<file path="config.mk">
export PLATFORM = sky130hd
export DESIGN_NAME = rmi_entry_seq
export DESIGN_NICKNAME = d
export VERILOG_FILES = /design/src/rtl/rmi_pkg.sv /design/src/rtl/rmi_phys_addr.sv /design/src/rtl/rmi_gate.sv /design/src/rtl/rmi_step_gen.sv /design/src/rtl/rmi_entry_seq.sv
export SDC_FILE = /design/constraint.sdc
export NUM_CORES = 1
export LEC_CHECK = 0
export BUFFER_PORTS_ARGS = -buffer_cell sky130_fd_sc_hd__buf_2
export CORE_UTILIZATION = 55
export CTS_BUF_LIST = sky130_fd_sc_hd__clkbuf_8 sky130_fd_sc_hd__clkbuf_16
export DETAILED_ROUTE_END_ITERATION = 16
export HOLD_SLACK_MARGIN = 0.1
export PLACE_DENSITY_LB_ADDON = 0.3
export SKIP_LAST_GASP = 1
export SLEW_MARGIN = 20
export SYNTH_ARGS = -nofsm -noshare
export SYNTH_HDL_FRONTEND = slang
export SYNTH_SLANG_ARGS = --single-unit
</file>
<file path="constraint.sdc">
create_clock -name clk -period 5.94 [get_ports clk]
set_clock_uncertainty 0.15 [all_clocks]
set_input_delay 0.891 -clock clk [delete_from_list [all_inputs] [get_ports clk]]
set_output_delay 0.891 -clock clk [all_outputs]
set_load 0.05 [all_outputs]
</file>
<file path="src/rtl/rmi_pkg.sv">
package rmi_pkg;
  typedef enum logic [1:0] {
    ST_IDLE   = 2'd0,
    ST_ACCESS = 2'd1,
    ST_HALT   = 2'd2
  } seq_state_t;

  localparam int STEP_W = 3;
  // Entry access order; the position of each step is behaviour.
  localparam logic [STEP_W-1:0] STEP_SAVE_FLAGS = 3'd0;
  localparam logic [STEP_W-1:0] STEP_SAVE_CS    = 3'd1;
  localparam logic [STEP_W-1:0] STEP_LOAD_CS    = 3'd2;
  localparam logic [STEP_W-1:0] STEP_SAVE_IP    = 3'd3;
  localparam logic [STEP_W-1:0] STEP_LOAD_IP    = 3'd4;
  localparam logic [STEP_W-1:0] STEP_LAST       = STEP_LOAD_IP;

  localparam int IE_BIT   = 9;
  localparam int TRAP_BIT = 8;
endpackage

</file>
<file path="src/rtl/rmi_phys_addr.sv">
module rmi_phys_addr #(
  parameter int WORD_W  = 16,
  parameter int PADDR_W = 20,
  parameter int SHIFT   = 4
) (
  input  logic [WORD_W-1:0]  seg,
  input  logic [WORD_W-1:0]  off,
  output logic [PADDR_W-1:0] phys
);
  logic [PADDR_W-1:0] seg_ext;
  logic [PADDR_W-1:0] off_ext;

  always_comb begin
    seg_ext = PADDR_W'(seg) << SHIFT;
    off_ext = PADDR_W'(off);
    phys    = seg_ext + off_ext;
  end
endmodule

</file>
<file path="src/rtl/rmi_gate.sv">
module rmi_gate #(
  parameter int VEC_W = 8,
  parameter logic [VEC_W-1:0] FORCE_VEC_A = 0,
  parameter logic [VEC_W-1:0] FORCE_VEC_B = 2
) (
  input  logic             pend,
  input  logic [VEC_W-1:0] vec,
  input  logic             ie,
  output logic             take
);
  logic forced;

  always_comb begin
    forced = (vec == FORCE_VEC_A) || (vec == FORCE_VEC_B);
    take   = pend && (forced || ie);
  end
endmodule

</file>
<file path="src/rtl/rmi_step_gen.sv">
module rmi_step_gen
  import rmi_pkg::*;
#(
  parameter int WORD_W  = 16,
  parameter int VEC_W   = 8,
  parameter int PADDR_W = 20,
  parameter int SHIFT   = 4
) (
  input  logic [STEP_W-1:0]  step,
  input  logic [VEC_W-1:0]   vec,
  input  logic [WORD_W-1:0]  ss,
  input  logic [WORD_W-1:0]  sp,
  input  logic [WORD_W-1:0]  flags,
  input  logic [WORD_W-1:0]  cs,
  input  logic [WORD_W-1:0]  ip,
  output logic               op_write,
  output logic [PADDR_W-1:0] op_addr,
  output logic [WORD_W-1:0]  op_wdata
);
  localparam int ENTRY_BYTES = WORD_W / 8;
  localparam int TABLE_SHIFT = 2;

  logic [WORD_W-1:0]  push_off;
  logic [PADDR_W-1:0] stack_addr;
  logic [PADDR_W-1:0] table_addr;

  always_comb begin
    case (step)
      STEP_SAVE_FLAGS: push_off = sp - WORD_W'(1 * ENTRY_BYTES);
      STEP_SAVE_CS:    push_off = sp - WORD_W'(2 * ENTRY_BYTES);
      default:         push_off = sp - WORD_W'(3 * ENTRY_BYTES);
    endcase
  end

  rmi_phys_addr #(.WORD_W(WORD_W), .PADDR_W(PADDR_W), .SHIFT(SHIFT)) stack_i (
    .seg (ss),
    .off (push_off),
    .phys(stack_addr)
  );

  always_comb begin
    table_addr = PADDR_W'(vec) << TABLE_SHIFT;
    if (step == STEP_LOAD_CS) table_addr = table_addr + PADDR_W'(ENTRY_BYTES);
  end

  always_comb begin
    op_write = 1'b1;
    op_addr  = stack_addr;
    op_wdata = '0;
    case (step)
      STEP_SAVE_FLAGS: op_wdata = flags;
      STEP_SAVE_CS:    op_wdata = cs;
      STEP_SAVE_IP:    op_wdata = ip;
      default: begin
        op_write = 1'b0;
        op_addr  = table_addr;
      end
    endcase
  end
endmodule

</file>
<file path="src/rtl/rmi_entry_seq.sv">
module rmi_entry_seq
  import rmi_pkg::*;
#(
  parameter int WORD_W  = 16,
  parameter int VEC_W   = 8,
  parameter int PADDR_W = 20,
  parameter int SHIFT   = 4
) (
  input  logic               clk,
  input  logic               rst,
  input  logic               raise_valid,
  input  logic [VEC_W-1:0]   raise_vec,
  input  logic               halt_req,
  input  logic               boundary,
  input  logic [WORD_W-1:0]  flags_in,
  input  logic [WORD_W-1:0]  cs_in,
  input  logic [WORD_W-1:0]  ip_in,
  input  logic [WORD_W-1:0]  ss_in,
  input  logic [WORD_W-1:0]  sp_in,
  output logic               mem_valid,
  output logic               mem_write,
  output logic [PADDR_W-1:0] mem_addr,
  output logic [WORD_W-1:0]  mem_wdata,
  input  logic               mem_ready,
  input  logic [WORD_W-1:0]  mem_rdata,
  output logic               busy,
  output logic               halted,
  output logic               resume_valid,
  output logic [WORD_W-1:0]  resume_cs,
  output logic [WORD_W-1:0]  resume_ip,
  output logic [WORD_W-1:0]  resume_sp,
  output logic [WORD_W-1:0]  resume_flags,
  output logic [PADDR_W-1:0] resume_fetch_addr
);
  localparam int FRAME_BYTES = 3 * (WORD_W / 8);
  localparam logic [WORD_W-1:0] CLR_MASK =
    ~((WORD_W'(1) << IE_BIT) | (WORD_W'(1) << TRAP_BIT));

  seq_state_t         state;
  logic [STEP_W-1:0]  step;
  logic               pend;
  logic [VEC_W-1:0]   pend_vec;
  logic               halt_flag;
  logic               halt_now;
  logic               take;
  logic               start;

  logic [VEC_W-1:0]   snap_vec;
  logic [WORD_W-1:0]  snap_flags, snap_cs, snap_ip, snap_ss, snap_sp;
  logic [WORD_W-1:0]  new_cs;

  logic [STEP_W-1:0]  gen_step;
  logic [VEC_W-1:0]   gen_vec;
  logic [WORD_W-1:0]  gen_flags, gen_cs, gen_ip, gen_ss, gen_sp;
  logic               gen_write;
  logic [PADDR_W-1:0] gen_addr;
  logic [WORD_W-1:0]  gen_wdata;

  rmi_gate #(.VEC_W(VEC_W)) gate_i (
    .pend(pend),
    .vec (pend_vec),
    .ie  (flags_in[IE_BIT]),
    .take(take)
  );

  always_comb begin
    halt_now = halt_flag || halt_req;
    start    = (state == ST_IDLE) && boundary && !halt_now && take;
  end

  // While idle the generator sees the live state and prepares the first access;
  // during the sequence it sees the snapshot and prepares the next access.
  always_comb begin
    if (state == ST_IDLE) begin
      gen_step  = STEP_SAVE_FLAGS;
      gen_vec   = pend_vec;
      gen_flags = flags_in;
      gen_cs    = cs_in;
      gen_ip    = ip_in;
      gen_ss    = ss_in;
      gen_sp    = sp_in;
    end else begin
      gen_step  = step + STEP_W'(1);
      gen_vec   = snap_vec;
      gen_flags = snap_flags;
      gen_cs    = snap_cs;
      gen_ip    = snap_ip;
      gen_ss    = snap_ss;
      gen_sp    = snap_sp;
    end
  end

  rmi_step_gen #(.WORD_W(WORD_W), .VEC_W(VEC_W), .PADDR_W(PADDR_W), .SHIFT(SHIFT)) gen_i (
    .step    (gen_step),
    .vec     (gen_vec),
    .ss      (gen_ss),
    .sp      (gen_sp),
    .flags   (gen_flags),
    .cs      (gen_cs),
    .ip      (gen_ip),
    .op_write(gen_write),
    .op_addr (gen_addr),
    .op_wdata(gen_wdata)
  );

  rmi_phys_addr #(.WORD_W(WORD_W), .PADDR_W(PADDR_W), .SHIFT(SHIFT)) fetch_i (
    .seg (resume_cs),
    .off (resume_ip),
    .phys(resume_fetch_addr)
  );

  // Request latch: a raise in the same cycle as a start survives the start.
  always_ff @(posedge clk) begin
    if (rst) begin
      pend      <= 1'b0;
      pend_vec  <= '0;
      halt_flag <= 1'b0;
    end else begin
      halt_flag <= halt_now;
      if (raise_valid) begin
        pend     <= 1'b1;
        pend_vec <= raise_vec;
      end else if (start) begin
        pend <= 1'b0;
      end
    end
  end

  always_ff @(posedge clk) begin
    if (rst) begin
      state        <= ST_IDLE;
      step         <= '0;
      busy         <= 1'b0;
      halted       <= 1'b0;
      mem_valid    <= 1'b0;
      mem_write    <= 1'b0;
      mem_addr     <= '0;
      mem_wdata    <= '0;
      resume_valid <= 1'b0;
      resume_cs    <= '0;
      resume_ip    <= '0;
      resume_sp    <= '0;
      resume_flags <= '0;
      snap_vec     <= '0;
      snap_flags   <= '0;
      snap_cs      <= '0;
      snap_ip      <= '0;
      snap_ss      <= '0;
      snap_sp      <= '0;
      new_cs       <= '0;
    end else begin
      resume_valid <= 1'b0;
      case (state)
        ST_IDLE: begin
          if (boundary) begin
            if (halt_now) begin
              state  <= ST_HALT;
              halted <= 1'b1;
            end else if (take) begin
              state      <= ST_ACCESS;
              step       <= STEP_SAVE_FLAGS;
              busy       <= 1'b1;
              mem_valid  <= 1'b1;
              mem_write  <= gen_write;
              mem_addr   <= gen_addr;
              mem_wdata  <= gen_wdata;
              snap_vec   <= pend_vec;
              snap_flags <= flags_in;
              snap_cs    <= cs_in;
              snap_ip    <= ip_in;
              snap_ss    <= ss_in;
              snap_sp    <= sp_in;
            end else begin
              resume_valid <= 1'b1;
              resume_cs    <= cs_in;
              resume_ip    <= ip_in;
              resume_sp    <= sp_in;
              resume_flags <= flags_in;
            end
          end
        end
        ST_ACCESS: begin
          if (mem_ready) begin
            if (step == STEP_LOAD_CS) new_cs <= mem_rdata;
            if (step == STEP_LAST) begin
              state        <= ST_IDLE;
              busy         <= 1'b0;
              mem_valid    <= 1'b0;
              resume_valid <= 1'b1;
              resume_cs    <= new_cs;
              resume_ip    <= mem_rdata;
              resume_sp    <= snap_sp - WORD_W'(FRAME_BYTES);
              resume_flags <= snap_flags & CLR_MASK;
            end else begin
              step      <= gen_step;
              mem_write <= gen_write;
              mem_addr  <= gen_addr;
              mem_wdata <= gen_wdata;
            end
          end
        end
        default: begin
          halted <= 1'b1;
        end
      endcase
    end
  end
endmodule

</file>
==> impl_metrics.py, run 1 <==
metrics = {
    "sta": {
        "relSlewSlack_pct": 26.6,
        "finalHoldViolations": 0,
        "layout_min_cycle_time_ns": 5.25,
        "max_freq_mhz": 190,
        "setup_viol": 0,
        "finalSetupTns_ns": 0,
        "rsz0062_at_grt": "no",
        "drv_slew": 0,
        "post-route-period-util_pct": 88.4,
        "tightest_slew_ns": 1.10,
    },
    "logic_synthesis": {
        "synth_compound_area_share_pct": 21.7,
        "synthSimpleGateAreaFrac_pct": 24.8,
        "yosys_warnings": 0,
        "ys_types": 72,
        "ys_top_cells_by_count": "nand2_1 (402), dfxtp_1 (223), a21oi_1 (180)",
        "syn_area_um2": 11300,
        "synthAdderAreaFrac_pct": 3.84,
        "synthXorXnorAreaFrac_pct": 3.25,
        "postSynth.asyncResetShare_pct": 0,
        "synth_edf_count": 0,
        "syn_inst": 1488,
        "synth_top_area_share_pct": 39.4,
        "synth-main-ff-cell": "dfxtp_1",
        "synth_top_family_by_area": "simple AND/OR/NAND/NOR gates",
        "yosysMostFrequentCell": "nand2_1",
        "synth_nets": 1631,
        "yosysTopAreaCell": "dfxtp_1",
        "ys_ff_latch": 223,
        "synth_mux_area_share_pct": 2.31,
        "seq_area_frac_synth_pct": 39.4,
        "synthTopCellsByArea": "dfxtp_1 (39%), nand2_1 (13%), a21oi_1 (8.0%)",
        "avgSynthCellArea_um2": 7.61,
    },
    "final_layout": {
        "largest_reg_flops": 20,
        "drive_above_1_share_pct": 18.4,
        "fin_area_um2": 13300,
        "n_fill_cell": 1794,
        "syn_to_final_growth_pct": 17.1,
        "top_register": "mem_addr",
        "nets": 1791,
    },
    "clock_network": {
        "cts_tree": "yes",
        "post_cts_buffers": 0,
        "htree_levels": 1,
        "numCtsBuffers": 23,
        "clock_path_buffers": 3,
        "clkLatencyLatePin_ns": 0.53,
        "cts_resized": 0,
        "cts_root_buffer": "clkbuf_16",
        "cts_sinks": 223,
        "clk_transition_reported_paths_ns": 0.06,
        "ctsHoldBuffers": 0,
    },
    "worst_setup_path": {
        "worstPathArrival_ns": 5.51,
        "worstPathMaxFanout": 32,
        "critPathLaunchType": "flop",
        "crit_path_max_incr_delay_ns": 0.71,
        "path_cells": "nor2_4 > mux2i_1 > inv_1 > fa_1 > a31o_2 > a2111oi_4 > xnor2_1 > ha_1 > a21oi_1 > or3_1 > o21ai_0 > o311a_1 > or2_0 > a221o_1",
        "crit_slowest_cell": "nor2_4",
        "critPathBufInv": 1,
        "cp.required_ns": 6.20,
        "crit_family": "compound AO/OA/AOI/OAI gates",
        "path_class": "reg2reg",
        "worstSetupEndpointType": "flop",
    },
    "floorplanning": {
        "start_util_pct": 56.0,
        "core_area_um2": 20200,
        "die_w_um": 146,
        "io_pins": 235,
        "row_count": 52,
        "dieArea_um2": 21200,
        "die_h_um": 146,
    },
    "route": {
        "antenna_left": 0,
        "dr.pass1.iters": 6,
        "avgRoutedWirePerCell_um": 17.6,
        "vias_per_cell": 5.87,
        "drc": 0,
        "finalWirelength_mm": 34.1,
        "drt_iter0_markers": 831,
        "routed-via-count": 11400,
    },
    "power": {
        "p_per_area_nw_per_um2": 285,
        "leakage_nw": 5.61,
        "finalPower_mw": 3.78,
        "peakVddDrop_uv": 243,
    },
    "worst_hold_path": {
        "hold_class": "reg2reg",
    },
    "global_route": {
        "grt_overflow_total": 0,
        "grt_pass1_wl_mm": 53.8,
        "antenna_found_initial": 1,
        "grtUsageTotal_pct": 31.2,
        "grt_max_degree": 147,
        "grt_pass1_vias": 10400,
    },
    "placement": {
        "place_area_um2": 12500,
        "dp.final_hpwl_mm": 24.0,
        "port_buffers": 234,
        "gp_congestion": 0.939,
    },
    "run_status": {
        "outcome": "completed",
    },
    "run": {
        "maxCapViolations": 0,
    },
}
[through the flow]
step           std cells  worst slack, ns  util, %  hold WS [ns]
6_report            1935            0.691     65.5         0.298
5_1_grt             1934            0.394     65.5         0.320
4_1_cts             1933            0.724     65.4         0.300
3_5_place_dp        1892            0.780     61.8         0.291
3_3_place_gp        1892            0.965     61.8         0.283
2_1_floorplan       1488            0.743        -         0.281
[metal layers]
layer | wire [um] | GRT usage, % | vias to the layer above
li1 | - | - | 5500
met1 | 13700 | 37.7 | 5360
met2 | 16600 | 54.2 | 422
met3 | 2300 | 5.77 | 82
met4 | 1500 | 13.5 | 0
met5 | 0 | 0 | -
[worst reg2reg max path, delay by kind of cell, from the launching register on]
kind	cells	cell delay [ns]
compound gates	6	2.00
mux	1	0.32
flops	1	0.51
buf+inv	1	0.11
xor+xnor	1	0.16
simple gates	3	1.07
fa+ha+maj	2	0.83
[kinds of logic after synthesis]
kind of cell               count (synthesis)
and+or+nand+nor                          659
AOI/OAI and AO/OA                        372
DFF                                      223
buffers and inverters                    133
xor gates and xnor gates                  42
adders and majority gates                 33
muxes                                     26
[worst paths after layout]
kind                            cells past startpoint                     from                         to  slack [ns]
worst min-delay path                                2  snap_ip[2]$_SDFFE_PP0P_    snap_ip[2]$_SDFFE_PP0P_        0.30
worst min register to register                      2  snap_ip[2]$_SDFFE_PP0P_    snap_ip[2]$_SDFFE_PP0P_        0.30
worst max register to register                     14    state[0]$_SDFFE_PP0P_  mem_addr[16]$_SDFFE_PP0P_        0.69
worst max-delay path                               14    state[0]$_SDFFE_PP0P_  mem_addr[16]$_SDFFE_PP0P_        0.69
[cell usage in the layout (no fill, tap or decap), drive strengths merged, types with 13 or more instances in the layout]
cell    instances
inv            27
buf           248
nor2b          17
mux2i          25
nor2          131
clkbuf         29
a211oi         13
a21oi         180
a311oi         50
o211ai         24
nand2         402
ha             30
xor2           24
xnor2          18
nand3          14
dfxtp         223
o21ai          19
nor4           22
nor3           18
[layout make-up]
class | instances | area, um^2 | area share [%]
timing repair buffer | 248 | 1300 | 9.82
antenna | 1 | 2.50 | 0.0189
multi-input combinational | 1132 | 6360 | 47.9
tap | 270 | 338 | 2.55
sequential | 223 | 4460 | 33.7
inverter | 20 | 75.1 | 0.566
clock buffer | 29 | 658 | 4.96
clock inverter | 12 | 65.1 | 0.491
[report_power, final]
group	total [mW]	leakage (nW)	switching, mW	internal [mW]
logic	0.799	3.41	0.554	0.245
registers	1.59	1.81	0.0452	1.55
clock network	1.39	0.391	0.610	0.781
Power figures use the tool's default switching activity.
==> inputs of run 2 (changes only) <==
CTS_BUF_LIST = unset   (was sky130_fd_sc_hd__clkbuf_8 sky130_fd_sc_hd__clkbuf_16)
==> run 2 against run 1 <==
Against the previous run:
- total power up 0.25%
- first-iteration DRC count grew 0.24%
- die area unchanged
- critical path type unchanged
- largest cell class unchanged
- largest power group unchanged
==> impl_metrics.py, run 2 (synthesis results as in run 1) <==
metrics = {
    "run_status": {
        "outcome": "completed",
    },
    "final_layout": {
        "top_register": "mem_addr",
        "nets": 1791,
        "syn_to_final_growth_pct": 17.1,
        "final_cells": 1935,
        "drive_above_1_share_pct": 18.4,
        "final_util_pct": 65.5,
        "mostFrequentLayoutCells": "nand2_1 (402), buf_2 (233), dfxtp_1 (223)",
        "fin_area_um2": 13300,
        "largest_reg_flops": 20,
        "final_common_cell": "nand2_1",
    },
    "route": {
        "vias_per_cell": 5.86,
        "antenna_left": 0,
        "avgRoutedWirePerCell_um": 17.6,
        "drt_iter0_markers": 833,
        "drc": 0,
        "finalWirelength_mm": 34.1,
        "routed-via-count": 11300,
        "dr.pass1.iters": 5,
    },
    "power": {
        "leakage_nw": 5.57,
        "switchingPower_mw": 1.20,
        "p_clk_share_pct": 36.9,
        "switching_share_pct": 31.8,
        "p_per_area_nw_per_um2": 286,
        "intPower_mw": 2.59,
        "finalPower_mw": 3.79,
        "p_seq_share_pct": 42.0,
        "peakVddDrop_uv": 244,
        "p_comb_share_pct": 21.1,
    },
    "worst_setup_path": {
        "worstSetupEndpointType": "flop",
        "critPathBufInv": 1,
        "path_class": "reg2reg",
        "cp.required_ns": 6.20,
        "critPathLaunchType": "flop",
        "worstPathArrival_ns": 5.52,
        "crit_slowest_cell": "nor2_4",
        "worstPathMaxFanout": 32,
        "crit_family": "compound AO/OA/AOI/OAI gates",
        "crit_path_max_incr_delay_ns": 0.71,
        "path_cells": "nor2_4 > mux2i_1 > inv_1 > fa_1 > a31o_2 > a2111oi_4 > xnor2_1 > ha_1 > a21oi_1 > or3_1 > o21ai_0 > o311a_1 > or2_0 > a221o_1",
    },
    "global_route": {
        "grtUsageTotal_pct": 31.2,
        "grt_pass1_wl_mm": 53.8,
        "antenna_found_initial": 1,
        "grt_max_degree": 147,
        "grt_overflow_total": 0,
        "grt_pass1_vias": 10400,
    },
    "clock_network": {
        "clk_transition_reported_paths_ns": 0.06,
        "htree_levels": 1,
        "cts_sinks": 223,
        "clkLatencyLatePin_ns": 0.53,
        "cts_resized": 0,
        "post_cts_buffers": 0,
        "cts_tree": "yes",
        "numCtsBuffers": 23,
        "ctsHoldBuffers": 0,
        "clock_path_buffers": 3,
        "cts_root_buffer": "clkbuf_16",
    },
    "floorplanning": {
        "die_w_um": 146,
        "row_count": 52,
        "dieArea_um2": 21200,
        "core_area_um2": 20200,
        "die_h_um": 146,
        "start_util_pct": 56.0,
        "io_pins": 235,
    },
    "run": {
        "maxCapViolations": 0,
    },
    "sta": {
        "setup_viol": 0,
        "drv_slew": 0,
        "finalSetupTns_ns": 0,
        "finalHoldViolations": 0,
        "layout_min_cycle_time_ns": 5.25,
        "max_freq_mhz": 190,
        "tightest_slew_ns": 1.10,
        "relSlewSlack_pct": 27.0,
        "post-route-period-util_pct": 88.5,
        "rsz0062_at_grt": "no",
    },
    "placement": {
        "dp.final_hpwl_mm": 24.0,
        "place_area_um2": 12500,
        "gp_congestion": 0.939,
        "placed_cells": 1892,
        "port_buffers": 234,
    },
    "worst_hold_path": {
        "hold_class": "reg2reg",
    },
}
[run 2: tightest hold or removal path, delay by kind of cell (launching register included)]
| family | cells | cell delay [ns] |
|---|---|---|
| flops | 1 | 0.30 |
| simple gates | 1 | 0.05 |
| compound gates | 1 | 0.05 |
[run 2: metrics by stage]
step | worst slack (ns) | hold slack, ns
floorplan | 0.743 | 0.281
global placement | 0.965 | 0.283
detailed placement | 0.780 | 0.291
CTS | 0.723 | 0.300
global route | 0.394 | 0.320
finish | 0.685 | 0.299
[run 2: worst paths after layout]
| path | from | end | slack, ns | depth (start not counted) |
|---|---|---|---|---|
| worst max register to register | state[0]$_SDFFE_PP0P_ | mem_addr[16]$_SDFFE_PP0P_ | 0.69 | 14 |
| worst min register to register | snap_ip[2]$_SDFFE_PP0P_ | snap_ip[2]$_SDFFE_PP0P_ | 0.30 | 2 |
| worst min-delay path | snap_ip[2]$_SDFFE_PP0P_ | snap_ip[2]$_SDFFE_PP0P_ | 0.30 | 2 |
| worst max-delay path | state[0]$_SDFFE_PP0P_ | mem_addr[16]$_SDFFE_PP0P_ | 0.69 | 14 |
[run 2: layout make-up]
class | instances | area [um^2]
Multi-Input combinational cell | 1132 | 6360
Sequential cell | 223 | 4460
Inverter | 20 | 75.1
Tap cell | 270 | 338
Fill cell | 1794 | 6970
Timing Repair Buffer | 248 | 1300
Clock buffer | 37 | 688
Antenna cell | 1 | 2.50
Clock inverter | 4 | 35.0
[run 2: power by group through the flow]
stage | Sequential [mW] | Combinational, mW | Clock [mW]
final | 1.59 | 0.799 | 1.40
after global routing | 1.60 | 0.859 | 1.48
after CTS | 1.59 | 0.795 | 1.41
after detailed placement | 1.63 | 0.791 | 0
after global placement | 1.63 | 0.779 | 0
after floorplan | 1.74 | 0.458 | 0
[run 2: metal layers]
| metal | track usage, % | up-vias | share of wire, % | routed length, um |
|---|---|---|---|---|
| li1 | - | 5497 | - | - |
| met1 | 37.7 | 5345 | 40 | 13700 |
| met2 | 54.2 | 416 | 49 | 16600 |
| met3 | 5.77 | 82 | 6.7 | 2270 |
| met4 | 13.5 | 0 | 4.4 | 1490 |
| met5 | 0 | - | 0 | 0 |
